$ cat src/rtl/irqc_pkg.sv
package irqc_pkg;
  typedef enum logic [2:0] {
    OP_NOP     = 3'd0,
    OP_ENABLE  = 3'd1,
    OP_DISABLE = 3'd2,
    OP_PRIO    = 3'd3,
    OP_RUN     = 3'd4,
    OP_LOCK    = 3'd5,
    OP_CLR_EN  = 3'd6,
    OP_CLR_ALL = 3'd7
  } irqc_op_e;
endpackage

$ cat src/rtl/irqc_vectors.sv
module irqc_vectors #(
  parameter int N   = 64,
  parameter int IDW = 6
) (
  input  logic           clk,
  input  logic           rst_n,
  input  logic [N-1:0]   raise_i,
  input  logic [N-1:0]   clr_i,
  input  logic           en_cmd,
  input  logic           dis_cmd,
  input  logic           clr_en_cmd,
  input  logic           clr_all_cmd,
  input  logic [IDW-1:0] line_i,
  output logic [N-1:0]   mask_q,
  output logic [N-1:0]   premask_q,
  output logic [N-1:0]   pend_q,
  output logic [N-1:0]   pend_nxt,
  output logic           latched_hit
);
  logic [N-1:0] sel;
  logic [N-1:0] mask_nxt;
  logic [N-1:0] pre_nxt;

  for (genvar i = 0; i < N; i++) begin : g_line
    logic m_n, p_n, q_n;
    assign sel[i] = (line_i == IDW'(i));

    always_comb begin
      m_n = mask_q[i];
      if (en_cmd && sel[i])       m_n = 1'b1;
      else if (dis_cmd && sel[i]) m_n = 1'b0;

      p_n = premask_q[i] & ~clr_i[i];
      q_n = pend_q[i] & ~clr_i[i];
      if (clr_all_cmd) begin
        p_n = 1'b0;
        q_n = 1'b0;
      end else if (clr_en_cmd) begin
        q_n = 1'b0;
        if (mask_q[i]) p_n = 1'b0;
      end

      // raises are applied after clears so an edge is never lost
      if (raise_i[i]) begin
        p_n = 1'b1;
        if (m_n) q_n = 1'b1;
      end
      // enabling an already latched line re-raises it
      if (en_cmd && sel[i] && premask_q[i]) q_n = 1'b1;
    end

    assign mask_nxt[i] = m_n;
    assign pre_nxt[i]  = p_n;
    assign pend_nxt[i] = q_n;
  end

  assign latched_hit = en_cmd & |(sel & premask_q);

  always_ff @(posedge clk or negedge rst_n) begin
    if (!rst_n) begin
      mask_q    <= '0;
      premask_q <= '0;
      pend_q    <= '0;
    end else begin
      mask_q    <= mask_nxt;
      premask_q <= pre_nxt;
      pend_q    <= pend_nxt;
    end
  end
endmodule

$ cat src/rtl/irqc_prio_bank.sv
module irqc_prio_bank #(
  parameter int N   = 64,
  parameter int PW  = 8,
  parameter int IDW = 6
) (
  input  logic            clk,
  input  logic            rst_n,
  input  logic            wr_i,
  input  logic [IDW-1:0]  wr_line_i,
  input  logic [PW-1:0]   wr_val_i,
  input  logic [IDW-1:0]  rd_line_i,
  output logic [PW-1:0]   rd_val_o,
  output logic [N*PW-1:0] prio_flat_o
);
  logic [PW-1:0] prio_arr [N];

  for (genvar i = 0; i < N; i++) begin : g_reg
    always_ff @(posedge clk or negedge rst_n) begin
      if (!rst_n)                               prio_arr[i] <= '1;
      else if (wr_i && (wr_line_i == IDW'(i)))  prio_arr[i] <= wr_val_i;
    end
    assign prio_flat_o[i*PW +: PW] = prio_arr[i];
  end

  assign rd_val_o = prio_arr[rd_line_i];
endmodule

$ cat src/rtl/irqc_arb.sv
module irqc_arb #(
  parameter int N   = 64,
  parameter int PW  = 8,
  parameter int IDW = 6,
  localparam int RW = PW + 1
) (
  input  logic            clk,
  input  logic            rst_n,
  input  logic [N-1:0]    req_i,
  input  logic [N*PW-1:0] prio_flat_i,
  input  logic [RW-1:0]   run_i,
  input  logic            lock_i,
  output logic            vld_o,
  output logic [IDW:0]    id_o
);
  logic [RW-1:0]  best;
  logic [IDW-1:0] best_id;
  logic           found;

  // strict less-than keeps the lower line on a tie; seeding with the
  // running level folds the "must beat the running handler" test in
  always_comb begin
    best    = run_i;
    best_id = '0;
    found   = 1'b0;
    for (int i = 0; i < N; i++) begin
      if (req_i[i] && ({1'b0, prio_flat_i[i*PW +: PW]} < best)) begin
        best    = {1'b0, prio_flat_i[i*PW +: PW]};
        best_id = IDW'(i);
        found   = 1'b1;
      end
    end
  end

  always_ff @(posedge clk or negedge rst_n) begin
    if (!rst_n) begin
      vld_o <= 1'b0;
      id_o  <= '1;
    end else if (found && !lock_i) begin
      vld_o <= 1'b1;
      id_o  <= {1'b0, best_id};
    end else begin
      vld_o <= 1'b0;
      id_o  <= '1;
    end
  end
endmodule

$ cat src/rtl/irqc_ctrl.sv
module irqc_ctrl #(
  parameter int PW  = 8,
  localparam int RW = PW + 1
) (
  input  logic          clk,
  input  logic          rst_n,
  input  logic          hw_raise_i,
  input  logic          hard_req_i,
  input  logic          latched_hit_i,
  input  logic          pend_any_nxt_i,
  input  logic          lock_wr_i,
  input  logic          lock_val_i,
  input  logic          run_wr_i,
  input  logic [RW-1:0] run_val_i,
  output logic          lock_q,
  output logic          byp_q,
  output logic          prev_q,
  output logic [RW-1:0] run_q,
  output logic          wake_q
);
  localparam logic [RW-1:0] RUN_IDLE = {1'b1, {PW{1'b0}}};

  logic hw_go;
  logic sw_go;
  logic unlock_go;

  assign hw_go     = hw_raise_i & (~lock_q | byp_q);
  assign sw_go     = latched_hit_i & ~lock_q;
  assign unlock_go = lock_wr_i & lock_q & ~lock_val_i & pend_any_nxt_i;

  always_ff @(posedge clk or negedge rst_n) begin
    if (!rst_n) begin
      lock_q <= 1'b0;
      byp_q  <= 1'b0;
      prev_q <= 1'b0;
      run_q  <= RUN_IDLE;
      wake_q <= 1'b0;
    end else begin
      wake_q <= hw_go | sw_go | unlock_go;
      byp_q  <= hard_req_i | (byp_q & ~hw_go);
      if (lock_wr_i) begin
        lock_q <= lock_val_i;
        prev_q <= lock_q;
      end
      if (run_wr_i) run_q <= run_val_i;
    end
  end
endmodule

$ cat src/rtl/prio_irq_ctrl.sv
module prio_irq_ctrl #(
  parameter int N   = 64,
  parameter int PW  = 8,
  localparam int IDW = $clog2(N),
  localparam int RW  = PW + 1
) (
  input  logic           clk,
  input  logic           rst_n,
  input  logic [N-1:0]   raise_i,
  input  logic [N-1:0]   clr_i,
  input  logic           hard_req_i,
  input  logic           cmd_vld_i,
  input  logic [2:0]     cmd_op_i,
  input  logic [IDW-1:0] cmd_line_i,
  input  logic [RW-1:0]  cmd_data_i,
  input  logic [IDW-1:0] rd_line_i,
  output logic [PW-1:0]  rd_prio_o,
  output logic [N-1:0]   mask_o,
  output logic [N-1:0]   premask_o,
  output logic [N-1:0]   pend_o,
  output logic           lock_o,
  output logic           bypass_o,
  output logic           prev_lock_o,
  output logic [RW-1:0]  run_prio_o,
  output logic           wake_o,
  output logic           win_vld_o,
  output logic [IDW:0]   win_id_o
);
  import irqc_pkg::*;

  irqc_op_e        op;
  logic            is_en, is_dis, is_prio, is_run, is_lock, is_clr_en, is_clr_all;
  logic [N-1:0]    pend_nxt;
  logic            latched_hit;
  logic [N*PW-1:0] prio_flat;

  assign op         = irqc_op_e'(cmd_op_i);
  assign is_en      = cmd_vld_i && (op == OP_ENABLE);
  assign is_dis     = cmd_vld_i && (op == OP_DISABLE);
  assign is_prio    = cmd_vld_i && (op == OP_PRIO);
  assign is_run     = cmd_vld_i && (op == OP_RUN);
  assign is_lock    = cmd_vld_i && (op == OP_LOCK);
  assign is_clr_en  = cmd_vld_i && (op == OP_CLR_EN);
  assign is_clr_all = cmd_vld_i && (op == OP_CLR_ALL);

  irqc_vectors #(.N(N), .IDW(IDW)) u_vec (
    .clk         (clk),
    .rst_n       (rst_n),
    .raise_i     (raise_i),
    .clr_i       (clr_i),
    .en_cmd      (is_en),
    .dis_cmd     (is_dis),
    .clr_en_cmd  (is_clr_en),
    .clr_all_cmd (is_clr_all),
    .line_i      (cmd_line_i),
    .mask_q      (mask_o),
    .premask_q   (premask_o),
    .pend_q      (pend_o),
    .pend_nxt    (pend_nxt),
    .latched_hit (latched_hit)
  );

  irqc_prio_bank #(.N(N), .PW(PW), .IDW(IDW)) u_prio (
    .clk         (clk),
    .rst_n       (rst_n),
    .wr_i        (is_prio),
    .wr_line_i   (cmd_line_i),
    .wr_val_i    (cmd_data_i[PW-1:0]),
    .rd_line_i   (rd_line_i),
    .rd_val_o    (rd_prio_o),
    .prio_flat_o (prio_flat)
  );

  irqc_ctrl #(.PW(PW)) u_ctrl (
    .clk            (clk),
    .rst_n          (rst_n),
    .hw_raise_i     (|raise_i),
    .hard_req_i     (hard_req_i),
    .latched_hit_i  (latched_hit),
    .pend_any_nxt_i (|pend_nxt),
    .lock_wr_i      (is_lock),
    .lock_val_i     (cmd_data_i[0]),
    .run_wr_i       (is_run),
    .run_val_i      (cmd_data_i),
    .lock_q         (lock_o),
    .byp_q          (bypass_o),
    .prev_q         (prev_lock_o),
    .run_q          (run_prio_o),
    .wake_q         (wake_o)
  );

  irqc_arb #(.N(N), .PW(PW), .IDW(IDW)) u_arb (
    .clk         (clk),
    .rst_n       (rst_n),
    .req_i       (pend_o & mask_o),
    .prio_flat_i (prio_flat),
    .run_i       (run_prio_o),
    .lock_i      (lock_o),
    .vld_o       (win_vld_o),
    .id_o        (win_id_o)
  );
endmodule

$ cat config.mk
export PLATFORM = sky130hd
export DESIGN_NAME = prio_irq_ctrl
export DESIGN_NICKNAME = d
export VERILOG_FILES = /design/src/rtl/irqc_pkg.sv /design/src/rtl/irqc_vectors.sv /design/src/rtl/irqc_prio_bank.sv /design/src/rtl/irqc_arb.sv /design/src/rtl/irqc_ctrl.sv /design/src/rtl/prio_irq_ctrl.sv
export SDC_FILE = /design/constraint.sdc
export NUM_CORES = 2
export LEC_CHECK = 0
export BUFFER_PORTS_ARGS = -buffer_cell sky130_fd_sc_hd__buf_2
export CORE_ASPECT_RATIO = 0.7
export CORE_MARGIN = 4
export CORE_UTILIZATION = 55
export CTS_CLUSTER_DIAMETER = 80
export DETAILED_ROUTE_END_ITERATION = 10
export GPL_ROUTABILITY_DRIVEN = 0
export PLACE_DENSITY = 0.73
export RECOVER_POWER = 100
export REMOVE_ABC_BUFFERS = 1
export SETUP_SLACK_MARGIN = 0.3
export SLEW_MARGIN = 0
export SYNTH_ARGS = -nofsm -noshare
export SYNTH_HDL_FRONTEND = slang
export SYNTH_SLANG_ARGS = --single-unit
$ cat constraint.sdc
create_clock -name clk -period 171.1 [get_ports clk]
set_input_delay 25.665 -clock clk [delete_from_list [all_inputs] [get_ports clk]]
set_output_delay 25.665 -clock clk [all_outputs]
set_load 0.005 [all_outputs]
# Yosys cells after proc, flatten, opt, wreduce, memory -nomap -nowiden
# Cells that the tools add are included.
totals:
  ff_bits: 725
  output_inout_bits: 221
  wordCells: 1650
classes:
  order_cmp: 65
  eq_ne: 70
  n_mux: 899
  n_bitwise: 209
  n_reduce_logical: 333
ops:
  columns: ["operator", "count"]
  rows:
  - ["$mux 1", 770]
  - ["$lt 8x9->1", 64]
  - ["$mux 9", 63]
  - ["$logic_and 1x1->1", 328]
  - ["$eq 6x6->1 const B", 32]
  - ["$mux 6", 32]
  - ["$reduce_or 64->1", 3]
  - ["$and 1x1->1", 135]
  - ["$and 64x64->64", 2]
  - ["$eq 6x5->1 const B", 16]
  - ["$mux 5", 16]
  - ["$not 1->1", 67]
  - ["$bmux 8 s6", 1]
  - ["$eq 6x4->1 const B", 8]
  - ["$mux 4", 8]
  - ["$eq 6x3->1 const B", 4]
  - ["$mux 8", 2]
  - ["$eq 3x3->1 const B", 4]
  - ["$eq 6x2->1 const B", 2]
  - ["$mux 3", 4]
  - ["$ge 7x7->1 const B", 1]
  - ["$mux 7", 1]
  - ["$not 6->7", 1]
  - ["$eq 3x2->1 const B", 2]
  - ["6 further kinds", 10]

# Depth between registers and ports, before layout
depth:
  ltp_word: 194
  mapped_depth: 721
  depth_no_buf: 663

# Modules after synthesis
# Synthesis repeated with hierarchy kept, for this count alone.
hier_totals:
  hier_cells: 5968
  hier_area_um2: 57747.9
by_module_without_submodules:
  columns: ["module", "n_inst", "cells_each", "area_per_inst_um2", "seq_area_each_um2"]
  rows:
  - ["irqc_prio_bank", 1, 1509, 24185.7, 13452.9]
  - ["irqc_arb", 1, 3415, 22863.2, 209.0]
  - ["irqc_vectors", 1, 895, 9437.8, 4804.6]
  - ["prio_irq_ctrl", 1, 118, 732.0, 0.0]
  - ["irqc_ctrl", 1, 31, 529.3, 326.6]

# Worst setup path before layout
# No wires, ideal clock.
synth_path:
  path_type: "flip-flop to flip-flop"
  startpoint: "register u_prio.prio_arr, in the netlist u_prio.prio_flat_o[4]"
  endpoint: "register u_arb.id_o[6]"
  setup_ns: 0.079
  t_arrival_ns: 122.427
  slack_ns: 48.594
  path_stages_with_launch: 675
  n_path_buf: 62
  synth_period_minus_slack_ns: 122.506
  cell_sequence: "dfstp_2 > ha_1 > a211oi_1 > o211ai_1 > a2111oi_4 > buf_6 > mux2i_1 > ha_1 > or3b_1 > a221o_1 > o211ai_1 > mux2_2 > nand2_1 > clkbuf_1 > a21oi_1 > inv_1 > ha_1 > a211oi_1 > (+639 left out) > a21o_1 > a21oi_1 > o21ai_0 > or3_1 > a211oi_1 > a21oi_4 > clkbuf_1 > a31oi_1 > ha_1 > a21o_1 > a21o_1 > a221oi_1 > o21ai_0 > a21o_1 > a21boi_0 > o211ai_1 > or2_2 > a41o_1"
synth_between:
  elab_chain_len: 194
  elab_cells_between_ends: 257
synth_lines:
  columns: ["element", "line", "source"]
  rows:
  - ["start: declaration", "irqc_prio_bank.sv:15", "logic [PW-1:0] prio_arr [N];"]
  - ["start signal: indexed assignment", "irqc_prio_bank.sv:20", "else if (wr_i && (wr_line_i == IDW'(i))) prio_arr[i] <= wr_val_i;"]
  - ["$lt 8x9->1", "irqc_arb.sv:27", "if (req_i[i] && ({1'b0, prio_flat_i[i*PW +: PW]} < best)) begin"]
  - ["$logic_and 1x1->1", "irqc_arb.sv:27", null]
  - ["$mux 9", "irqc_arb.sv:27", null]
  - ["$lt 8x9->1", "irqc_arb.sv:27", null]
  - ["$logic_and 1x1->1", "irqc_arb.sv:27", null]
  - ["$mux 9", "irqc_arb.sv:27", null]
  - ["$lt 8x9->1", "irqc_arb.sv:27", null]
  - ["$logic_and 1x1->1", "irqc_arb.sv:27", null]
  - ["(+178 left out)", null, null]
  - ["$lt 8x9->1", "irqc_arb.sv:27", null]
  - ["$logic_and 1x1->1", "irqc_arb.sv:27", null]
  - ["$mux 9", "irqc_arb.sv:27", null]
  - ["$lt 8x9->1", "irqc_arb.sv:27", null]
  - ["$logic_and 1x1->1", "irqc_arb.sv:27", null]
  - ["$mux 1 (*)", "irqc_arb.sv:27", null]
  - ["$logic_and 1x1->1 (*)", "irqc_arb.sv:39", "end else if (found && !lock_i) begin"]
  - ["$mux 7 (*)", "irqc_arb.sv:39", null]
  - ["end signal: assignment", "irqc_arb.sv:41", "id_o <= {1'b0, best_id};"]
  - ["end: declaration", "irqc_arb.sv:14", "output logic [IDW:0] id_o"]
# Every way passes the cells marked *; elsewhere a longest branch is shown, timed or not.
# A chain may end at the register's enable or synchronous reset.

# Worst setup path in the final report
layout_path:
  startpoint: "register u_ctrl.run_q[4]"
  endpoint: "register u_arb.id_o[6]"
layout_between:
  elab_chain_len: 194
  elab_cells_between_ends: 257
layout_lines:
  columns: ["element", "line", "source"]
  rows:
  - ["start: declaration", "irqc_ctrl.sv:18", "output logic [RW-1:0] run_q,"]
  - ["start signal: assignment", "irqc_ctrl.sv:45", "if (run_wr_i) run_q <= run_val_i;"]
  - ["$lt 8x9->1", "irqc_arb.sv:27", null]
  - ["$logic_and 1x1->1", "irqc_arb.sv:27", null]
  - ["$mux 9", "irqc_arb.sv:27", null]
  - ["$lt 8x9->1", "irqc_arb.sv:27", null]
  - ["$logic_and 1x1->1", "irqc_arb.sv:27", null]
  - ["$mux 9", "irqc_arb.sv:27", null]
  - ["$lt 8x9->1", "irqc_arb.sv:27", null]
  - ["$logic_and 1x1->1", "irqc_arb.sv:27", null]
  - ["(+178 left out)", null, null]
  - ["$lt 8x9->1", "irqc_arb.sv:27", null]
  - ["$logic_and 1x1->1", "irqc_arb.sv:27", null]
  - ["$mux 9", "irqc_arb.sv:27", null]
  - ["$lt 8x9->1", "irqc_arb.sv:27", null]
  - ["$logic_and 1x1->1", "irqc_arb.sv:27", null]
  - ["$mux 1 (*)", "irqc_arb.sv:27", null]
  - ["$logic_and 1x1->1 (*)", "irqc_arb.sv:39", null]
  - ["$mux 7 (*)", "irqc_arb.sv:39", null]
# Marks and branches as above.

==> results.md <==
* Rows at between 90 and 100
* PD cells at 8.560 nW/µm²
* Vias in the first global route at 48,890
* Slew headroom at -3.752
* Failing checks: max-capacitance violations, max-slew violations
* Period utilization at 0.8696
* Worst-case reg-to-reg path depth at approximately 630
* Post-CTS Resized at 0
* Vias at between 50,000 and 60,000
* First-pass GRT wire length at 323.8 mm
* Slew Limit Fails at 1,097
* Antenna viol nets, final at 0
* Slew @ Worst Pin at 7.128 ns
* CP Capture Point: u_arb.id_o[6]$_DFF_PN1_
* Max-cap viol count at 20
* Synth area leader: dfstp_2
* Crit path depth at about 630
* Clock Tree Buf Depth at 3
* CTS tree: yes
* Crit-path max FO at 21
* Reg clk slew, reported paths at 0.07 ns
* Area of the mapped netlist at 56,370 µm²
* Sequential element share of the synthesized area at 0.3334
* Startpoint types: flip-flop
* Post-synth ARST share at 1.000
* CTS sink cnt at 725
* Final nets at 6,627
* Routed WL per cell at 29.55 µm
* TNS Setup at 0 ns
* Unrepaired setup endpoints after global routing: false
* Die Y at 275.9 µm
* Synth Area in Compound Gates at 0.1996
* Status: finished, violations left
* Overall global routing resource usage at 0.4001
* Worst Setup SP: u_ctrl.run_q[4]$_DFFE_PN0P_
* Area Overhead vs Synth at 9.813%
* Final Skew at 0.02629 ns
* Leakage power at 0.02834 µW
* Delay-heaviest family, CP: compound AO/OA/AOI/OAI gates
* Top cell type's share of synthesized area at 0.2424
* Critical path data arrival time at between 100 and 150 ns
* Die Width at just under 400 µm
* Final hold violations at 0
* CP Capture Type: flip-flop
* Ports at 377
* Synth cell types at 150
* Count of buffers from port buffering at 376
* Top_reg_cell synth: dfstp_2
* Core ar. at 100,900 µm²
* Worst-Skew Late Latency at 0.69 ns
* Drt first pass iters at 8
* Synth Area in Adders at 0.08860
* Final Setup Violations at 0
* Worst reg2reg startpoint: u_ctrl.run_q[4]$_DFFE_PN0P_
* Xor/xnor share of the synthesized area at 0
* Mapped Cells at 5,809
* CP required at 171.72 ns
* Worst Hold Class: flip-flop to flip-flop
* Fmax at 6.721 MHz
* Post-Place Worst Slack at ~34 ns
* R2r setup slk at 22.31 ns
* Global route overflow at 0
* Synth warn at 0
* CTS Buf Count at 79
* Avg Inst Size Synth at 9.704 µm²
* DP HPWL at 167.3 mm
* Number of antenna violations at the first check in global routing at 25
* Pin count of the biggest net entering global routing at ~140
* H-tree Lvls at 3
* Postcts setup bufs at 0
* Reg-to-reg endpoint: u_arb.id_o[6]$_DFF_PN1_
* Post-Route WL at ~220 mm
* Power, Total at 529.9 µW
* Multiplexer area fraction after synthesis at 0.1964
* Vias/cell at around 7
* DRC at 0
* Post-synth EDFFs at 0
* Most used cell along the critical path: a21o_1
* CTS root buf: clkbuf_16
* Initial Util at 0.5589
* Synth Area in Simple Gates at 0.1356
* Main combinational cell family by area after synthesis: compound AO/OA/AOI/OAI gates
* Layout cells sized above 1 at 0.2914
* Crit path max-delay cell type: a2111oi_0
* Hold buffer count at cts at 0
* Slowest stage delay, CP at 3.45 ns
* Crit path kind: flip-flop to flip-flop
* 1st-iter DRT viols at about 7,500
* WP buf/inv at 47
* Setup WS post-layout at 22.31 ns
* Register bit count reported by yosys at 725
* Largest cells by area after synthesis: dfstp_2 24%, mux2_2 11%, dfrtp_1 9.1%
* Die ar. at 107,800 µm²
* Tmin final at between 100 and 150 ns
* Worst ir drop on vdd at 0.006995 mV
through the flow:
step | area [µm²] | hold WS [ns] | util | std cells
2_1_floorplan | 55350 | 0.4733 | - | 5574
3_5_place_dp | 59400 | 0.5097 | 0.5890 | 7338
6_report | 61900 | 0.5342 | 0.6138 | 7500
4_1_cts | 62220 | 0.5201 | 0.6170 | 7485
3_3_place_gp | 59400 | 0.5049 | 0.5890 | 7338
5_1_grt | 61880 | 0.5481 | 0.6135 | 7489
power by group:
| part | internal [µW] | switching [µW] |
|---|---|---|
| Clock | 110 | 79.3 |
| Combinational | 54.3 | 90.7 |
| Sequential | 182 | 13.4 |
| Total | 346 | 184 |
layout make-up:
type                            instances  area [µm²]
Sequential cell                       725       18790
Clock buffer                          106        2293
Fill cell                            8446       38950
Clock inverter                         41       526.8
Inverter                              424        1592
Timing Repair Buffer                  429        2027
Tap cell                             1336        1672
Multi-Input combinational cell       4425       34970
Antenna cell                           14       35.03
worst register-to-register path: cells and delay by family, from the launching register on:
| family | cells | cell delay (ns) |
|---|---|---|
| flops | 1 | 0.45 |
| compound gates | 363 | 89.84 |
| buf+inv | 47 | 4.62 |
| fa+ha+maj | 70 | 20.93 |
| simple gates | 123 | 24.35 |
| mux | 24 | 8.47 |
layer usage:
metal | vias to the layer above | GRT usage | part of all wire
met1 | 25700 | 0.5360 | 0.38
met4 | 18 | 0.2289 | 0.069
met3 | 737 | 0.1654 | 0.16
li1 | 22350 | - | -
met2 | 3898 | 0.5419 | 0.39
met5 | - | 0 | 0.00062
placed cells by master, fill, tap and decap left out, types with 77 or more instances in the layout:
cell type	instances
a21o_1	154
a21oi_1	302
a221o_1	77
buf_2	224
clkbuf_1	179
clkbuf_16	83
dfrtp_1	205
dfstp_2	519
ha_1	387
inv_1	422
mux2_2	540
mux2i_1	104
mux4_2	168
nand2_1	595
nand4_1	85
nor2_1	422
o21ai_0	413
cell families after synthesis:
group,after synthesis
adders and majority gates,402
buffers and inverters,659
muxes,825
and+or+nand+nor,1602
AOI/OAI and AO/OA,1596
DFF,725
Yosys cell counts, types with 154 or more instances:
cell and count:
a21o_1 154, mux2_2 544, inv_1 422, mux4_2 168
ha_1 387, clkbuf_1 172, nand2_1 595, dfrtp_1 205
nor2_1 424, a21oi_1 301, dfstp_2 520, o21ai_0 411
worst min path at each step:
| stage | start | end | slack, ns | cells past startpoint |
|---|---|---|---|---|
| floorplan | u_ctrl.prev_q$_DFFE_PN0P_ | u_ctrl.prev_q$_DFFE_PN0P_ | 0.47 | 2 |
| global placement | u_prio.prio_flat_o[494]$_DFFE_PN1P_ | u_prio.prio_flat_o[494]$_DFFE_PN1P_ | 0.50 | 2 |
| detailed placement | u_prio.prio_flat_o[493]$_DFFE_PN1P_ | u_prio.prio_flat_o[493]$_DFFE_PN1P_ | 0.51 | 2 |
| CTS | u_prio.prio_flat_o[493]$_DFFE_PN1P_ | u_prio.prio_flat_o[493]$_DFFE_PN1P_ | 0.52 | 2 |
| global route | u_prio.prio_flat_o[493]$_DFFE_PN1P_ | u_prio.prio_flat_o[493]$_DFFE_PN1P_ | 0.55 | 2 |
| finish | u_prio.prio_flat_o[495]$_DFFE_PN1P_ | u_prio.prio_flat_o[495]$_DFFE_PN1P_ | 0.53 | 2 |
sequential cells by signal, indices dropped and copies added, names as in the netlist:
signal and count:
u_prio.prio_flat_o 512, u_ctrl.run_q 9, u_vec.premask_q 64, u_vec.pend_q 64, u_vec.mask_q 64, u_ctrl.byp_q 1, u_arb.id_o 7, u_ctrl.wake_q 1
u_arb.vld_o 1, u_ctrl.lock_q 1, u_ctrl.prev_q 1
Power figures use the tool's default switching activity.
